--- config.mk ---
export PLATFORM = sky130hd
export DESIGN_NAME = wordlink_bridge
export DESIGN_NICKNAME = d
export VERILOG_FILES = /design/src/rtl/wlb_pkg.sv /design/src/rtl/wlb_sequencer.sv /design/src/rtl/wlb_rbus_master.sv /design/src/rtl/wlb_resp_queue.sv /design/src/rtl/wordlink_bridge.sv
export SDC_FILE = /design/constraint.sdc
export NUM_CORES = 1
export LEC_CHECK = 0
export BUFFER_PORTS_ARGS = -buffer_cell sky130_fd_sc_hd__clkbuf_2
export CORE_MARGIN = 3
export CORE_UTILIZATION = 50
export DETAILED_ROUTE_END_ITERATION = 16
export GPL_ROUTABILITY_DRIVEN = 0
export PLACE_DENSITY = 0.78
export RECOVER_POWER = 100
export REMOVE_ABC_BUFFERS = 1
export SYNTH_ARGS = -nofsm -noshare
export SYNTH_HDL_FRONTEND = slang
export SYNTH_SLANG_ARGS = --single-unit
--- constraint.sdc ---
create_clock -name clk -period 2.8 [get_ports clk]
set_clock_uncertainty 0.2 [all_clocks]
set_input_delay 0.56 -clock clk [delete_from_list [all_inputs] [get_ports clk]]
set_output_delay 0.56 -clock clk [all_outputs]
set_load 0.01 [all_outputs]
--- src/rtl/wlb_pkg.sv ---
package wlb_pkg;
    localparam int OPC_W  = 8;
    localparam int ADDR_W = 24;
    localparam int WORD_W = 32;

    localparam logic [OPC_W-1:0]  OPC_READ  = 8'h01;
    localparam logic [OPC_W-1:0]  OPC_WRITE = 8'h10;
    localparam logic [WORD_W-1:0] STAT_OK    = '0;
    localparam logic [WORD_W-1:0] STAT_NOREG = WORD_W'(1);

    localparam int RDY_BIT = 0;
    localparam int OVR_BIT = 1;

    typedef enum logic [1:0] {
        SEQ_IDLE,
        SEQ_WDATA,
        SEQ_ISSUE,
        SEQ_WAIT
    } seq_state_e;

    typedef enum logic [1:0] {
        CMD_NONE,
        CMD_READ,
        CMD_WRITE
    } cmd_kind_e;

    typedef struct packed {
        logic              we;
        logic [ADDR_W-1:0] addr;
        logic [WORD_W-1:0] wdata;
    } access_t;

    typedef struct packed {
        logic              two;
        logic [WORD_W-1:0] stat;
        logic [WORD_W-1:0] data;
    } resp_t;

    function automatic cmd_kind_e classify(input logic [WORD_W-1:0] w);
        case (w[WORD_W-1 -: OPC_W])
            OPC_READ:  return CMD_READ;
            OPC_WRITE: return CMD_WRITE;
            default:   return CMD_NONE;
        endcase
    endfunction

    function automatic logic [ADDR_W-1:0] cmd_addr(input logic [WORD_W-1:0] w);
        return w[ADDR_W-1:0];
    endfunction
endpackage

--- src/rtl/wlb_sequencer.sv ---
module wlb_sequencer
    import wlb_pkg::*;
(
    input  logic              clk,
    input  logic              rst,
    input  logic              port_wr,
    input  logic [WORD_W-1:0] port_wdata,
    input  logic              resp_pending,
    output logic              issue,
    output logic              capture,
    output access_t           acc,
    output logic              ovr_set
);
    seq_state_e state;
    cmd_kind_e  kind;

    assign kind    = classify(port_wdata);
    assign issue   = (state == SEQ_ISSUE);
    assign capture = (state == SEQ_WAIT);
    assign ovr_set = port_wr &&
                     ((state == SEQ_IDLE && resp_pending) ||
                      state == SEQ_ISSUE || state == SEQ_WAIT);

    always_ff @(posedge clk) begin
        if (rst) begin
            state <= SEQ_IDLE;
            acc   <= '0;
        end else begin
            case (state)
                SEQ_IDLE: begin
                    if (port_wr && !resp_pending) begin
                        if (kind == CMD_READ) begin
                            acc.we    <= 1'b0;
                            acc.addr  <= cmd_addr(port_wdata);
                            acc.wdata <= '0;
                            state     <= SEQ_ISSUE;
                        end else if (kind == CMD_WRITE) begin
                            acc.we   <= 1'b1;
                            acc.addr <= cmd_addr(port_wdata);
                            state    <= SEQ_WDATA;
                        end
                    end
                end
                SEQ_WDATA: begin
                    if (port_wr) begin
                        acc.wdata <= port_wdata;
                        state     <= SEQ_ISSUE;
                    end
                end
                SEQ_ISSUE: state <= SEQ_WAIT;
                default:   state <= SEQ_IDLE;
            endcase
        end
    end
endmodule

--- src/rtl/wlb_rbus_master.sv ---
module wlb_rbus_master
    import wlb_pkg::*;
(
    input  logic              issue,
    input  logic              capture,
    input  access_t           acc,
    output logic              rb_req,
    output logic              rb_we,
    output logic [ADDR_W-1:0] rb_addr,
    output logic [WORD_W-1:0] rb_wdata,
    input  logic [WORD_W-1:0] rb_rdata,
    input  logic              rb_err,
    output logic              push,
    output resp_t             resp
);
    assign rb_req   = issue;
    assign rb_we    = acc.we;
    assign rb_addr  = acc.addr;
    assign rb_wdata = acc.wdata;

    assign push = capture;

    always_comb begin
        resp.two  = !acc.we;
        resp.stat = rb_err ? STAT_NOREG : STAT_OK;
        resp.data = rb_err ? '0 : rb_rdata;
    end
endmodule

--- src/rtl/wlb_resp_queue.sv ---
module wlb_resp_queue
    import wlb_pkg::*;
#(
    parameter int DEPTH = 2
) (
    input  logic              clk,
    input  logic              rst,
    input  logic              push,
    input  resp_t             resp,
    input  logic              pop,
    output logic [WORD_W-1:0] head,
    output logic              pending
);
    localparam int CNT_W = $clog2(DEPTH + 1);

    logic [WORD_W-1:0] slot [DEPTH];
    logic [CNT_W-1:0]  cnt;

    assign pending = (cnt != '0);
    assign head    = slot[0];

    always_ff @(posedge clk) begin
        if (rst)
            cnt <= '0;
        else if (push)
            cnt <= resp.two ? CNT_W'(2) : CNT_W'(1);
        else if (pop && pending)
            cnt <= cnt - CNT_W'(1);
    end

    for (genvar i = 0; i < DEPTH; i++) begin : g_slot
        logic [WORD_W-1:0] load_val;
        logic [WORD_W-1:0] shift_val;

        if (i == 0) begin : g_first
            assign load_val = resp.stat;
        end else if (i == 1) begin : g_second
            assign load_val = resp.data;
        end else begin : g_rest
            assign load_val = '0;
        end

        if (i == DEPTH - 1) begin : g_tail
            assign shift_val = '0;
        end else begin : g_body
            assign shift_val = slot[i+1];
        end

        always_ff @(posedge clk) begin
            if (rst)
                slot[i] <= '0;
            else if (push)
                slot[i] <= load_val;
            else if (pop && pending)
                slot[i] <= shift_val;
        end
    end
endmodule

--- src/rtl/wordlink_bridge.sv ---
module wordlink_bridge
    import wlb_pkg::*;
#(
    parameter int RESP_DEPTH = 2
) (
    input  logic              clk,
    input  logic              rst,
    input  logic              h_wr_en,
    input  logic              h_rd_en,
    input  logic              h_sel,
    input  logic [WORD_W-1:0] h_wdata,
    output logic [WORD_W-1:0] h_rdata,
    output logic              rb_req,
    output logic              rb_we,
    output logic [ADDR_W-1:0] rb_addr,
    output logic [WORD_W-1:0] rb_wdata,
    input  logic [WORD_W-1:0] rb_rdata,
    input  logic              rb_err
);
    logic              port_wr, port_rd, stat_rd;
    logic              issue, capture, ovr_set, push, ready, ovr;
    logic [WORD_W-1:0] head;
    access_t           acc;
    resp_t             resp;

    assign port_wr = h_wr_en && !h_sel;
    assign port_rd = h_rd_en && !h_sel;
    assign stat_rd = h_rd_en && h_sel;

    wlb_sequencer u_seq (
        .clk          (clk),
        .rst          (rst),
        .port_wr      (port_wr),
        .port_wdata   (h_wdata),
        .resp_pending (ready),
        .issue        (issue),
        .capture      (capture),
        .acc          (acc),
        .ovr_set      (ovr_set)
    );

    wlb_rbus_master u_mst (
        .issue    (issue),
        .capture  (capture),
        .acc      (acc),
        .rb_req   (rb_req),
        .rb_we    (rb_we),
        .rb_addr  (rb_addr),
        .rb_wdata (rb_wdata),
        .rb_rdata (rb_rdata),
        .rb_err   (rb_err),
        .push     (push),
        .resp     (resp)
    );

    wlb_resp_queue #(.DEPTH(RESP_DEPTH)) u_q (
        .clk     (clk),
        .rst     (rst),
        .push    (push),
        .resp    (resp),
        .pop     (port_rd),
        .head    (head),
        .pending (ready)
    );

    always_ff @(posedge clk) begin
        if (rst)
            ovr <= 1'b0;
        else if (ovr_set)
            ovr <= 1'b1;
        else if (stat_rd)
            ovr <= 1'b0;
    end

    always_comb begin
        h_rdata = '0;
        if (h_sel) begin
            h_rdata[RDY_BIT] = ready;
            h_rdata[OVR_BIT] = ovr;
        end else if (ready) begin
            h_rdata = head;
        end
    end
endmodule

# Word level (Yosys, flattened, before mapping)
# Memory sizes are Yosys's and may differ from the RTL's.
# Cells that the tools add are included.
# word_totals
mem_count,1
out_inout_bits,90
regBits,62
ram_bits,64
rom_bits,0
latchBits,0
elab_cells,78
# mem_list
name,depth,word_bits,rd,rd_ports_with_merged_regs,wr,line,text
u_q.slot,2,32,2,0,2,wlb_resp_queue.sv:16,logic [WORD_W-1:0] slot [DEPTH];
# classes
n_div,0
n_addsub,1
muxes,35
n_bitwise,4
reduce_logical,20
n_shift,0
magnitude_cmp,0
n_mul,0
n_eq_ne,11
# op_table
operator,count
2-to-1 mux 32 bit,9
one-hot mux 32 bit (2 select lines),1
2-to-1 mux 25 bit,2
2-to-1 mux 30 bit,1
2-to-1 mux 2 bit,8
2-to-1 mux 1 bit,12
nonzero test 2 bit,5
equality test 8 x 1 -> 1 bit (second input constant),1
equality test 8 x 5 -> 1 bit (second input constant),1
logical AND 1 bit,7
equality test 2 bit (second input constant),3
one-hot mux 2 bit (3 select lines),1
AND reduction 3 bit,2
equality test 2 x 1 -> 1 bit (second input constant),2
!= test 2 bit (second input constant),2
bitwise OR 1 bit,4
one-hot mux 2 bit (2 select lines),1
AND reduction 4 bit,1
!= test 3 bit (second input constant),1
zero test 1 bit,2
zero test 2 bit,1
logical OR 1 bit,2
!= test 2 x 1 -> 1 bit (second input constant),1
subtractor 2 x 1 -> 2 bit (second input constant),1

# Depth between registers and ports, before layout
# Gate-level depths: netlist (run 1).
# depth
word_depth,8
depth_mapped,9
ltp_nobuf,7

# Hierarchy
# Synthesis (run 1) repeated with hierarchy kept, for this count alone.
# hier_totals
hier_cells,544
hier_area_um2,6088.3
# modules_own_cells
module,area_per_inst_um2,instances,cells_per_inst
wlb_resp_queue,2631.3,1,157
wlb_sequencer,2189.6,1,217
wlb_rbus_master,913.4,1,128
wordlink_bridge,354.1,1,42

# Worst setup path after synthesis (run 1)
# Ideal clock, no wire load.
# synth_timing
path_type,input -> register
start,in h_wdata[26]
end,"reg, netlist name u_seq.acc[50]"
n_path_buf,2
arrival_time_ps,2171
path_stages,9
setup_slack_ps,360
setup_ps,69
cell_sequence,nor4_1 and4b_1 ha_1 and4bb_4 and2_4 buf_8 buf_12 nand2_2 a21oi_2
# synth_between
elab_chain_cells,5
# synth_rtl
item,line,text
from (decl),wordlink_bridge.sv:11,"input logic [WORD_W-1:0] h_wdata,"
equality test 8 x 5 -> 1 bit or equality test 8 x 1 -> 1 bit (tied branches),wlb_pkg.sv:40,case (w[WORD_W-1 -: OPC_W])
one-hot mux 2 bit (2 select lines) *,wlb_pkg.sv:40,
equality test 2 bit or equality test 2 x 1 -> 1 bit (tied branches),"wlb_sequencer.sv:37, wlb_sequencer.sv:32",
nonzero test 2 bit (no source line),-,
AND reduction 3 bit (no source line),-,
# Mark *: on every way between the ends. The rest lies on a longest branch, timed or not.
# A chain may end at the register's enable or synchronous reset.

# Worst setup path after layout (run 1)
# layout_timing
start,reg u_q.cnt[0]
end,out h_rdata[1]
# layout_between
elab_chain_cells,3
# layout_rtl
item,line,text
from (decl),wlb_resp_queue.sv:17,logic [CNT_W-1:0] cnt;
from (signal assigned),wlb_resp_queue.sv:26,cnt <= resp.two ? CNT_W'(2) : CNT_W'(1);
from (signal assigned),wlb_resp_queue.sv:28,cnt <= cnt - CNT_W'(1);
nonzero test 2 bit,wlb_resp_queue.sv:19,assign pending = (cnt != '0);
2-to-1 mux 32 bit,wordlink_bridge.sv:80,end else if (ready) begin
2-to-1 mux 2 bit,wordlink_bridge.sv:77,if (h_sel) begin
to (decl),wordlink_bridge.sv:12,"output logic [WORD_W-1:0] h_rdata,"
# Every way passes these cells.

==> summary.txt, run 1 <==
Synthesis
  • Post-synth design cell area: around 5200 um2
  • Main combinational cell family by area after synthesis: simple AND/OR/NAND/NOR gates
  • Synth Area in Simple Gates: approximately 24%
  • Compound-Gate Fraction of Synth Area: 9.342%
  • Mux share of post-synthesis cell area: 0%
  • Synth top area share: 37.17%
  • Unique masters post-synth: between 40 and 50
  • Dominant cell type by area after synthesis: edfxtp_1
  • Synth cell count leaders: and2_1 (93), nand2_1 (75), edfxtp_1 (64)
  • Adder-cell share of the synthesized area: 1.452%
  • Cell with the most instances after synthesis: and2_1
  • Post-synth top flop: edfxtp_1
  • Yosys warns: 0
  • Area contributors post-synth: edfxtp_1 (37%), dfxtp_1 (24%), and2_1 (11%)
  • Post-synth EDFFs: 64
  • Flops & latches, synth: 126
  • Synth Area in XOR/XNOR: 0.1694%
  • Seq/Total Area, Yosys: 61.18%
  • Ys async rst share: 0%
  • Syn Inst Count: 475
  • Mean area per synthesized cell: 10.88 um2

Detailed routing
  • Post-route ant nets: 0
  • Via density: 5.161
  • DR WL/cell: between 15 and 20 um
  • Initial DRC count: 301
  • First-pass detailed-route iteration total: 5
  • DRT Wirelength: 12,100 um
  • Vias: 4,051
  • Drt drc: 0

Power
  • Clock group share of total power: 49.6%
  • Pint: 3.353 mW
  • Seq pwr share: 46.7%
  • Leakage power figure: 2.488 nW
  • Gate power share: 3.8%
  • Switching Power: 0.8924 mW
  • P per Cell Area: about 650 nW/um2
  • Sw Share: 21.02%
  • VDD IR max: 0.5039 mV

GRT
  • GRT overflow: 0
  • Number of global-route vias before repair: 3,924
  • Initial antenna violation count: 0
  • First-pass GRT wire length: 19,350 um
  • GRT Resource Usage Total: 21.85%
  • Maximum number of pins on one net before global-route repair: 62

STA
  • Worst-Margin Slew: 1.015 ns
  • F_max: 0.3689 GHz
  • Rel. slew slack: 32.35%
  • Hold Slack: 0.07208 ns
  • Final hold vios: 0
  • Min Tclk post-route: 2.711 ns
  • RSZ-0062 raised after global routing: no
  • Slew Limit Fails: 0
  • TNS Setup: 0 ns
  • Worst Slack Setup Final: 0.08950 ns
  • Final period utilization: 96.80%
  • Final setup viols: 0

Final layout
  • Final Net Count: 715
  • Post-Layout Inst Area: roughly 6500 um2
  • Multi-input gate area: 1749 um2
  • Register Area: 3163 um2
  • Area Overhead vs Synth: 26.23%
  • Post-layout utilization of the core: 65.86%
  • # fillers: 830
  • Ant. Diodes: 0
  • Share of layout cells above drive strength 1: 23.62%

Floorplanning
  • Ports: 160
  • Core area: 9910 um2
  • Starting density of the core: approximately 52%
  • Row Count: 36
  • Die Ht: 107.7 um
  • Die area: 11,600 um2
  • Die X: 107.7 um

Critical path
  • Startpoint types: flop
  • Worst path max stage delay: 0.34 ns
  • Worst-path fanout max: 15
  • Crit path kind: flop to output pin
  • Crit-path slowest cell: dfxtp_1
  • Critical Path RT: 2.04 ns
  • Worst endpoint data arrival time: around 2 ns
  • Crit end category: output pin
  • Worst path cell trace: inv_1 -> ha_1 -> nor2_4 -> buf_4 -> a22o_1 -> clkbuf_2

Clock network
  • CTS tree: yes
  • Clock Pin Slew Worst Setup and Hold Paths: 0.06 ns
  • H-tree Lvls: 4
  • Worst-case clock buffer depth: 2
  • TritonCTS Sinks: ~130
  • Clock latency on the worst-skew pair: between 0.5 and 0.6 ns
  • Total CTS buffers: 17
  • CTS root buf: clkbuf_8

Worst hold path
  • Worst min path class: primary input to flop

Place
  • HPWL Detailed: 8575 um
  • Buffers added on ports: ~160
  • Post-DP Area: 6135 um2
  • Setup WS pre-CTS: 0.08574 ns

Run
  • Max cap viols: 0

Outcome
  • Status: finished clean
cell families after synthesis:
kind of cell / count (synthesis)
AND/OR/NAND/NOR: 232
flip-flops: 126
AO/OA/AOI/OAI: 73
buffers and inverters: 37
adder cells (fa/ha/maj): 6
XOR/XNOR: 1
per-stage QoR:
| stage | total power, mW | std cells |
|---|---|---|
| final | 4.245 | 785 |
| after CTS | 4.276 | 785 |
| after global placement | 2.172 | 752 |
| after global routing | 4.375 | 785 |
| after floorplan | 2.073 | 443 |
| after detailed placement | 2.180 | 752 |
metal layers:
layer / share of wire (%) / up-vias / wire length, um / global-route usage, %
met2: 50 / 183 / 6016 / 36.37
li1: - / 1942 / - / -
met1: 40 / 1898 / 4800 / 26.07
met4: 2.8 / 0 / 339 / 10.46
met5: 0 / - / 0 / 0
met3: 7.8 / 28 / 940 / 6.119
final timing paths:
kind / startpoint / end / slack, ns / cells past startpoint
hold / removal: h_wdata[15] / u_seq.acc[47] / 0.07 / 3
setup reg to reg: u_q.cnt[0] / u_q.slot[1][25] / 0.35 / 7
setup / recovery: u_q.cnt[0] / h_rdata[1] / 0.09 / 6
hold reg to reg: u_seq.acc[15] / u_seq.acc[15] / 0.25 / 2
repair_timing:
| item | 4_1_cts | 5_1_grt |
|---|---|---|
| hold endpoints to repair | 0 | 0 |
| setup endpoints to repair | 12 | 0 |
| hold buffers | 0 | 0 |
| buffers inserted | 1 | 0 |
| resized for setup | 0 | 0 |
placed cells by master (no fill, tap or decap), types with 2 or more instances in the layout:
cell type / instances
nand2_1: 77
clkbuf_1: 75
nand2b_1: 2
nor2b_1: 2
nand3_1: 32
edfxtp_1: 64
buf_12: 2
clkinv_2: 3
clkbuf_16: 19
nor3_1: 2
dfxtp_1: 62
and2_1: 42
a21oi_1: 53
inv_1: 5
clkbuf_2: 93
a21oi_2: 8
nand2_2: 9
and2b_1: 2
and2_0: 52
nor2_1: 5
buf_4: 8
clkbuf_8: 4
ha_1: 6
inv_4: 2
o41ai_1: 2
critical path: cells and delay by family (launching register included):
kind / cells / cell delay [ns]
AOI/OAI and AO/OA: 1 / 0.19
DFF: 1 / 0.34
and+or+nand+nor: 1 / 0.19
buffers and inverters: 3 / 0.42
adders and majority gates: 1 / 0.29
power by group through the flow:
stage          combinational [mW]  sequential [mW]  clock (mW)
2_1_floorplan              0.0565             2.02           0
6_report                    0.160             1.98        2.10
4_1_cts                     0.163             1.98        2.13
3_3_place_gp                0.155             2.02           0
3_5_place_dp                0.161             2.02           0
5_1_grt                     0.176             1.98        2.22
layout make-up:
class                      count  share of cell area [%]
tap                          133                   2.550
timing repair buffer         177                   12.92
inverter                       5                  0.2876
sequential                   126                   48.47
multi-input combinational    312                   26.80
clock inverter                 7                  0.6710
clock buffer                  25                   8.301
state kept, by name, summed over array words and instances (netlist names):
signal,flops
u_q.slot,64
u_seq.acc,57
u_q.cnt,2
u_seq.state,2
ovr,1
No activity file was read; power rests on OpenSTA's default activity.
==> run 2, diff against run 1 <==
HOLD_SLACK_MARGIN = 0.08   (was unset)
==> run 2 against run 1 <==
Wire length increased by 3.2%; register-to-register slack about the same; critical path depth unchanged; first-iteration DRC count increased by 4.0%; count of clock-buffer cells in the layout unchanged; worst setup slack improved by 0.0062 ns; sequential cell count unchanged; non-clock buffer count increased by 24; design area increased by 4.5%; die area unchanged; sequential power about the same; final cell count increased by 3.1%; highest routed layer unchanged.
==> summary.txt, run 2 (synthesis results as in run 1) <==
Floorplanning
  • Die Ht: 107.7 um (unchanged)
  • Die area: 11,600 um2 (unchanged)
  • Row Count: 36 (unchanged)
  • Die X: 107.7 um (unchanged)
  • Core area: 9910 um2 (unchanged)
  • Ports: 160 (unchanged)
  • Starting density of the core: 52.17% (unchanged)

Clock network
  • CTS resizes: 0 (unchanged)
  • H-tree Lvls: 4 (unchanged)
  • CTS tree: yes (unchanged)
  • Worst-case clock buffer depth: 2 (unchanged)
  • TritonCTS Sinks: 126 (unchanged)
  • Total CTS buffers: 17 (unchanged)
  • CTS root buf: clkbuf_8 (unchanged)
  • Clock Pin Slew Worst Setup and Hold Paths: 0.06 ns (about the same)
  • Clock latency on the worst-skew pair: 0.53 ns (about the same)

Detailed routing
  • Via density: 5.125 (was 5.161)
  • First-pass detailed-route iteration total: 4 (was 5)
  • Met2 WL: 6222 um (was 6016 um)
  • DRT Wirelength: 12,480 um (was 12,100 um)
  • Initial DRC count: 313 (was 301)
  • Drt drc: 0 (unchanged)
  • Top sig layer: met4 (unchanged)
  • Met3 wire length: 947 um (was 940 um)
  • M1 wire length: 4876 um (was 4800 um)
  • DR WL/cell: 15.43 um (was 15.41 um)
  • Post-route ant nets: 0 (unchanged)
  • Vias: 4,146 (was 4,051)

Critical path
  • Critical Path RT: 2.04 ns (about the same)
  • Crit path kind: flop to output pin (unchanged)
  • Worst-path fanout max: 15 (unchanged)
  • Startpoint types: flop (unchanged)
  • Worst reg2reg setup slack: 0.36 ns (was 0.35 ns)
  • Worst endpoint data arrival time: 1.94 ns (was 1.95 ns)
  • Crit end category: output pin (unchanged)

STA
  • F_max: 0.3698 GHz (was 0.3689 GHz)
  • Final period utilization: 96.58% (was 96.80%)
  • Hold Slack: 0.08905 ns (was 0.07208 ns)
  • RSZ-0062 raised after global routing: no (unchanged)
  • Slew Limit Fails: 0 (unchanged)
  • Worst-Margin Slew: 0.9729 ns (was 1.015 ns)
  • Final setup viols: 0 (unchanged)
  • Final hold vios: 0 (unchanged)
  • Min Tclk post-route: 2.704 ns (was 2.711 ns)
  • Rel. slew slack: 35.14% (was 32.35%)
  • TNS Setup: 0 ns (unchanged)

Place
  • HPWL Detailed: 8575 um (unchanged)
  • Post-DP Area: 6135 um2 (unchanged)
  • Dpl cells: 752 (unchanged)
  • Buffers added on ports: 159 (unchanged)

Final layout
  • # fillers: 775 (was 830)
  • Share of layout cells above drive strength 1: 24.11% (was 23.62%)
  • Largest register FFs: 64 (unchanged)
  • Most common cell after layout, fill and taps aside: clkbuf_2 (unchanged)
  • Final cell count without fillers: 809 (was 785)
  • Most frequent cells in the layout: clkbuf_2 (92), nand2_1 (76), clkbuf_1 (73) (was clkbuf_2 (93), nand2_1 (77), clkbuf_1 (75))
  • Final Net Count: 739 (was 715)
  • Top flop regs: u_q.slot (64), u_seq.acc (57) (unchanged)
  • Post-Layout Inst Area: 6823 um2 (was 6526 um2)
  • Area Overhead vs Synth: 31.97% (was 26.23%)
  • Largest register by flop count: u_q.slot (unchanged)
  • Post-layout utilization of the core: 68.85% (was 65.86%)
  • Ant. Diodes: 0 (unchanged)

Power
  • VDD IR max: 0.5021 mV (was 0.5039 mV)
  • Leakage power figure: 2.606 nW (was 2.488 nW)
  • Switching Power: 0.8977 mW (was 0.8924 mW)
  • Clock group share of total power: 49.2% (was 49.6%)
  • P per Cell Area: 626.2 nW/um2 (was 650.5 nW/um2)
  • Sw Share: 21.01% (was 21.02%)
  • Seq pwr share: 46.4% (was 46.7%)
  • Gate power share: 4.4% (was 3.8%)
  • Pint: 3.375 mW (was 3.353 mW)

GRT
  • Number of global-route vias before repair: 4,097 (was 3,924)
  • GRT Resource Usage Total: 22.55% (was 21.85%)
  • Initial antenna violation count: 0 (unchanged)
  • First-pass GRT wire length: 20,040 um (was 19,350 um)
  • Maximum number of pins on one net before global-route repair: 62 (unchanged)
  • GRT overflow: 0 (unchanged)

Worst hold path
  • Worst min path class: primary input to flop (unchanged)

Run
  • Max cap viols: 0 (unchanged)

Outcome
  • Status: finished clean (unchanged)
==> run 2: cell count changes in the layout (fill, tap and decap cells not counted), sizes merged <==
cell,change
buf,+2
clkbuf,-2
dlygate4sd3,+24
==> run 2: layout make-up <==
class	count	area, um2	share of cell area [%]
clock inverters	7	43.79	0.6418
clock buffers	25	541.8	7.941
repair buffers	201	1119	16.39
flip-flops and latches	126	3163	46.36
inverters	5	18.77	0.2751
multi-input cells	312	1770	25.95
well taps	133	166.4	2.439
==> run 2: power by group through the flow <==
stage,Sequential [mW],Clock (mW),Combinational (mW)
floorplan,2.02,0,0.0565
global placement,2.02,0,0.155
detailed placement,2.02,0,0.161
CTS,1.98,2.13,0.190
global route,1.98,2.21,0.207
finish,1.98,2.10,0.189
==> run 2: timing repair <==
action | 4_1_cts | 5_1_grt
setup buffers | 1 | 0
endpoints found under the setup margin | 12 | 0
hold buffers | 24 | 0
hold endpoints to repair | 31 | 0
==> run 2: worst paths after layout <==
kind,startpoint,end,cells after the start
worst max-delay path,u_q.cnt[0],h_rdata[1],6
worst min-delay path,rst,u_q.cnt[1],2
worst max register to register,u_q.cnt[0],u_q.slot[1][25],7
worst min register to register,u_seq.acc[15],u_seq.acc[15],2
==> run 2: critical path: stages, from the launching register on <==
cell,delay [ns]
dfxtp_1,0.34
inv_1,0.05
ha_1,0.29
nor2_4,0.19
buf_4,0.22
a22o_1,0.19
clkbuf_2,0.15
==> run 2: layer usage <==
layer  up-vias  global-route usage (%)
li1       1992                       -
met1      1937                   25.69
met2       179                   38.41
met3        38                   6.539
met4         0                   11.45
met5         -                       0
==> run 2: stage by stage <==
stage                     setup WS, ns  power, mW
after global routing          0.006781      4.404
final                          0.09568      4.273
after floorplan                 0.2731      2.073
after CTS                      0.05556      4.303
after global placement          0.1750      2.172
after detailed placement       0.08574      2.180
==> run 3, diff against run 2 <==
BUFFER_PORTS_ARGS = unset   (was -buffer_cell sky130_fd_sc_hd__clkbuf_2)
DONT_BUFFER_PORTS = 1   (was unset)
PLACE_DENSITY = unset   (was 0.78)
RECOVER_POWER = unset   (was 100)
==> run 3 against run 2 <==
Critical path depth up 3; sequential cell count unchanged; via count down 15%; hold slack better by 0.0048 ns; clock power up 20%; total power up 9.4%; fmax up 0.77%; worst setup slack better by 0.021 ns; count of clock-buffer cells in the layout down 6; critical path type is now primary input to flop.
==> summary.txt, run 3 (synthesis results as in run 1) <==
Worst hold path
  • Worst min path class: primary input to flop (unchanged)

Floorplanning
  • Core area: 9910 um2 (unchanged)
  • Ports: 160 (unchanged)
  • Die X: 107.7 um (unchanged)
  • Row Count: 36 (unchanged)
  • Die Ht: 107.7 um (unchanged)
  • Die area: 11,600 um2 (unchanged)
  • Starting density of the core: 52.17% (unchanged)

STA
  • Final hold vios: 0 (unchanged)
  • Final setup viols: 0 (unchanged)
  • Min Tclk post-route: 2.684 ns (was 2.704 ns)
  • F_max: 0.3726 GHz (was 0.3698 GHz)
  • Worst-Margin Slew: 0.4119 ns (was 0.9729 ns)
  • Slew Limit Fails: 0 (unchanged)
  • Final period utilization: 95.84% (was 96.58%)
  • RSZ-0062 raised after global routing: no (unchanged)
  • Rel. slew slack: 72.54% (was 35.14%)
  • TNS Setup: 0 ns (unchanged)

Detailed routing
  • Drt drc: 0 (unchanged)
  • Post-route ant nets: 0 (unchanged)
  • Via density: 5.128 (was 5.125)
  • Initial DRC count: 232 (was 313)
  • Vias: 3,538 (was 4,146)
  • First-pass detailed-route iteration total: 5 (was 4)
  • DR WL/cell: 16.47 um (was 15.43 um)
  • DRT Wirelength: 11,360 um (was 12,480 um)

GRT
  • GRT overflow: 0 (unchanged)
  • GRT Resource Usage Total: 19.83% (was 22.55%)
  • Maximum number of pins on one net before global-route repair: 64 (was 62)
  • M1 GR Usage: 23.70% (was 25.69%)
  • GR Layer Usage met2: 32.37% (was 38.41%)
  • Initial antenna violation count: 0 (unchanged)
  • Met3 global-route usage: 7.379% (was 6.539%)
  • GRT busiest layer: met2 (unchanged)
  • First-pass GRT wire length: 17,760 um (was 20,040 um)
  • Number of global-route vias before repair: 3,506 (was 4,097)

Power
  • Tot Pwr: 4.676 mW (was 4.273 mW)
  • Leakage power figure: 2.415 nW (was 2.606 nW)
  • VDD IR max: 0.3597 mV (was 0.5021 mV)
  • P per Cell Area: 699.0 nW/um2 (was 626.2 nW/um2)

Critical path
  • Crit end category: flop (was output pin)
  • Critical Path RT: 3.05 ns (was 2.04 ns)
  • Startpoint types: primary input (was flop)
  • Worst endpoint data arrival time: 2.93 ns (was 1.94 ns)
  • Crit path kind: primary input to flop (was flop to output pin)
  • Worst-path fanout max: 19 (was 15)

Final layout
  • Most common cell after layout, fill and taps aside: and2_1 (was clkbuf_2)
  • Largest register by flop count: u_q.slot (unchanged)
  • Most frequent cells in the layout: and2_1 (93), nand2_1 (75), dlygate4sd3_1 (68) (was clkbuf_2 (92), nand2_1 (76), clkbuf_1 (73))
  • Ant. Diodes: 0 (unchanged)
  • # fillers: 753 (was 775)
  • Share of layout cells above drive strength 1: 14.72% (was 24.11%)
  • Register Area: 3163 um2 (unchanged)
  • Final Net Count: 620 (was 739)
  • Largest register FFs: 64 (unchanged)
  • Post-layout utilization of the core: 67.51% (was 68.85%)
  • Multi-input gate area: 1813 um2 (was 1770 um2)
  • Top flop regs: u_q.slot (64), u_seq.acc (57) (unchanged)
  • Area Overhead vs Synth: 29.40% (was 31.97%)

Place
  • Buffers added on ports: 0 (was 159)
  • HPWL Detailed: 6871 um (was 8575 um)

Run
  • Max cap viols: 0 (unchanged)

Clock network
  • CTS tree: yes (unchanged)
  • TritonCTS Sinks: 126 (unchanged)
  • Clock latency on the worst-skew pair: 0.50 ns (was 0.53 ns)
  • Clock Pin Slew Worst Setup and Hold Paths: 0.06 ns (about the same)
  • CTS root buf: clkbuf_8 (unchanged)
  • Worst-case clock buffer depth: 2 (unchanged)
  • Total CTS buffers: 17 (unchanged)
  • H-tree Lvls: 4 (unchanged)

Outcome
  • Status: finished clean (unchanged)
## run 3: cell types whose count changed in the layout (fill, tap and decap cells not counted), moves of 44 or more
| cell | delta |
|---|---|
| clkbuf_2 | -92 |
| and2_0 | -51 |
| and2_1 | +51 |
| clkbuf_1 | -71 |
| dlygate4sd3_1 | +44 |
## run 3: critical path: stages
cell and delay (ns):
nor4_1 0.35, and4b_1 0.26, ha_1 0.22, and4bb_4 0.37
and2_4 0.23, buf_12 0.18, nand2_2 0.07, a21oi_2 0.12
dlygate4sd3_1 0.56
## run 3: worst paths after layout
path	start	end	slack [ns]	depth (start not counted)
max reg2reg	u_q.cnt[0]	u_seq.acc[48]	0.40	8
max	h_wdata[26]	u_seq.acc[48]	0.12	9
min	rb_rdata[23]	u_q.slot[1][23]	0.09	1
min reg2reg	ovr	ovr	0.27	2
## run 3: what timing repair did
action                                 CTS  global route
endpoints found under the hold margin   94             0
hold buffers                            69             0
gates cloned                             0             0
gates resized for setup                  0             1
setup endpoints to repair                1            22
setup buffers                            0             3
pin swaps                                1             1
## run 3: final cells by class
cell class | count | area share, %
inverters | 5 | 0.2805
clock buffers | 19 | 6.303
repair buffers | 82 | 12.66
well taps | 133 | 2.487
clock inverters | 13 | 3.890
multi-input cells | 312 | 27.10
flip-flops and latches | 126 | 47.28
## run 3: stage by stage
stage | setup WS (ns) | cell area (um2) | instances | hold WS [ns]
floorplan | 0.2731 | 4990 | 443 | 0.2306
global placement | 0.1703 | 5274 | 586 | 0.2481
detailed placement | 0.1036 | 5274 | 586 | 0.2554
CTS | 0.006888 | 6664 | 687 | 0.08247
global route | 0.02636 | 6690 | 690 | 0.08541
finish | 0.1164 | 6690 | 690 | 0.09381
## run 3: layer usage
metal | vias up | wire [um]
li1 | 1743 | -
met1 | 1639 | 4508
met2 | 136 | 5697
met3 | 20 | 910
met4 | 0 | 247
met5 | - | 0
## run 3: report_power, final
| part | internal [mW] | leakage, nW | total (mW) | switching, mW |
|---|---|---|---|---|
| clock network | 1.72 | 0.323 | 2.51 | 0.789 |
| registers | 1.97 | 1.16 | 1.98 | 0.00867 |
| logic | 0.0879 | 0.932 | 0.185 | 0.0972 |
| total | 3.78 | 2.41 | 4.68 | 0.895 |
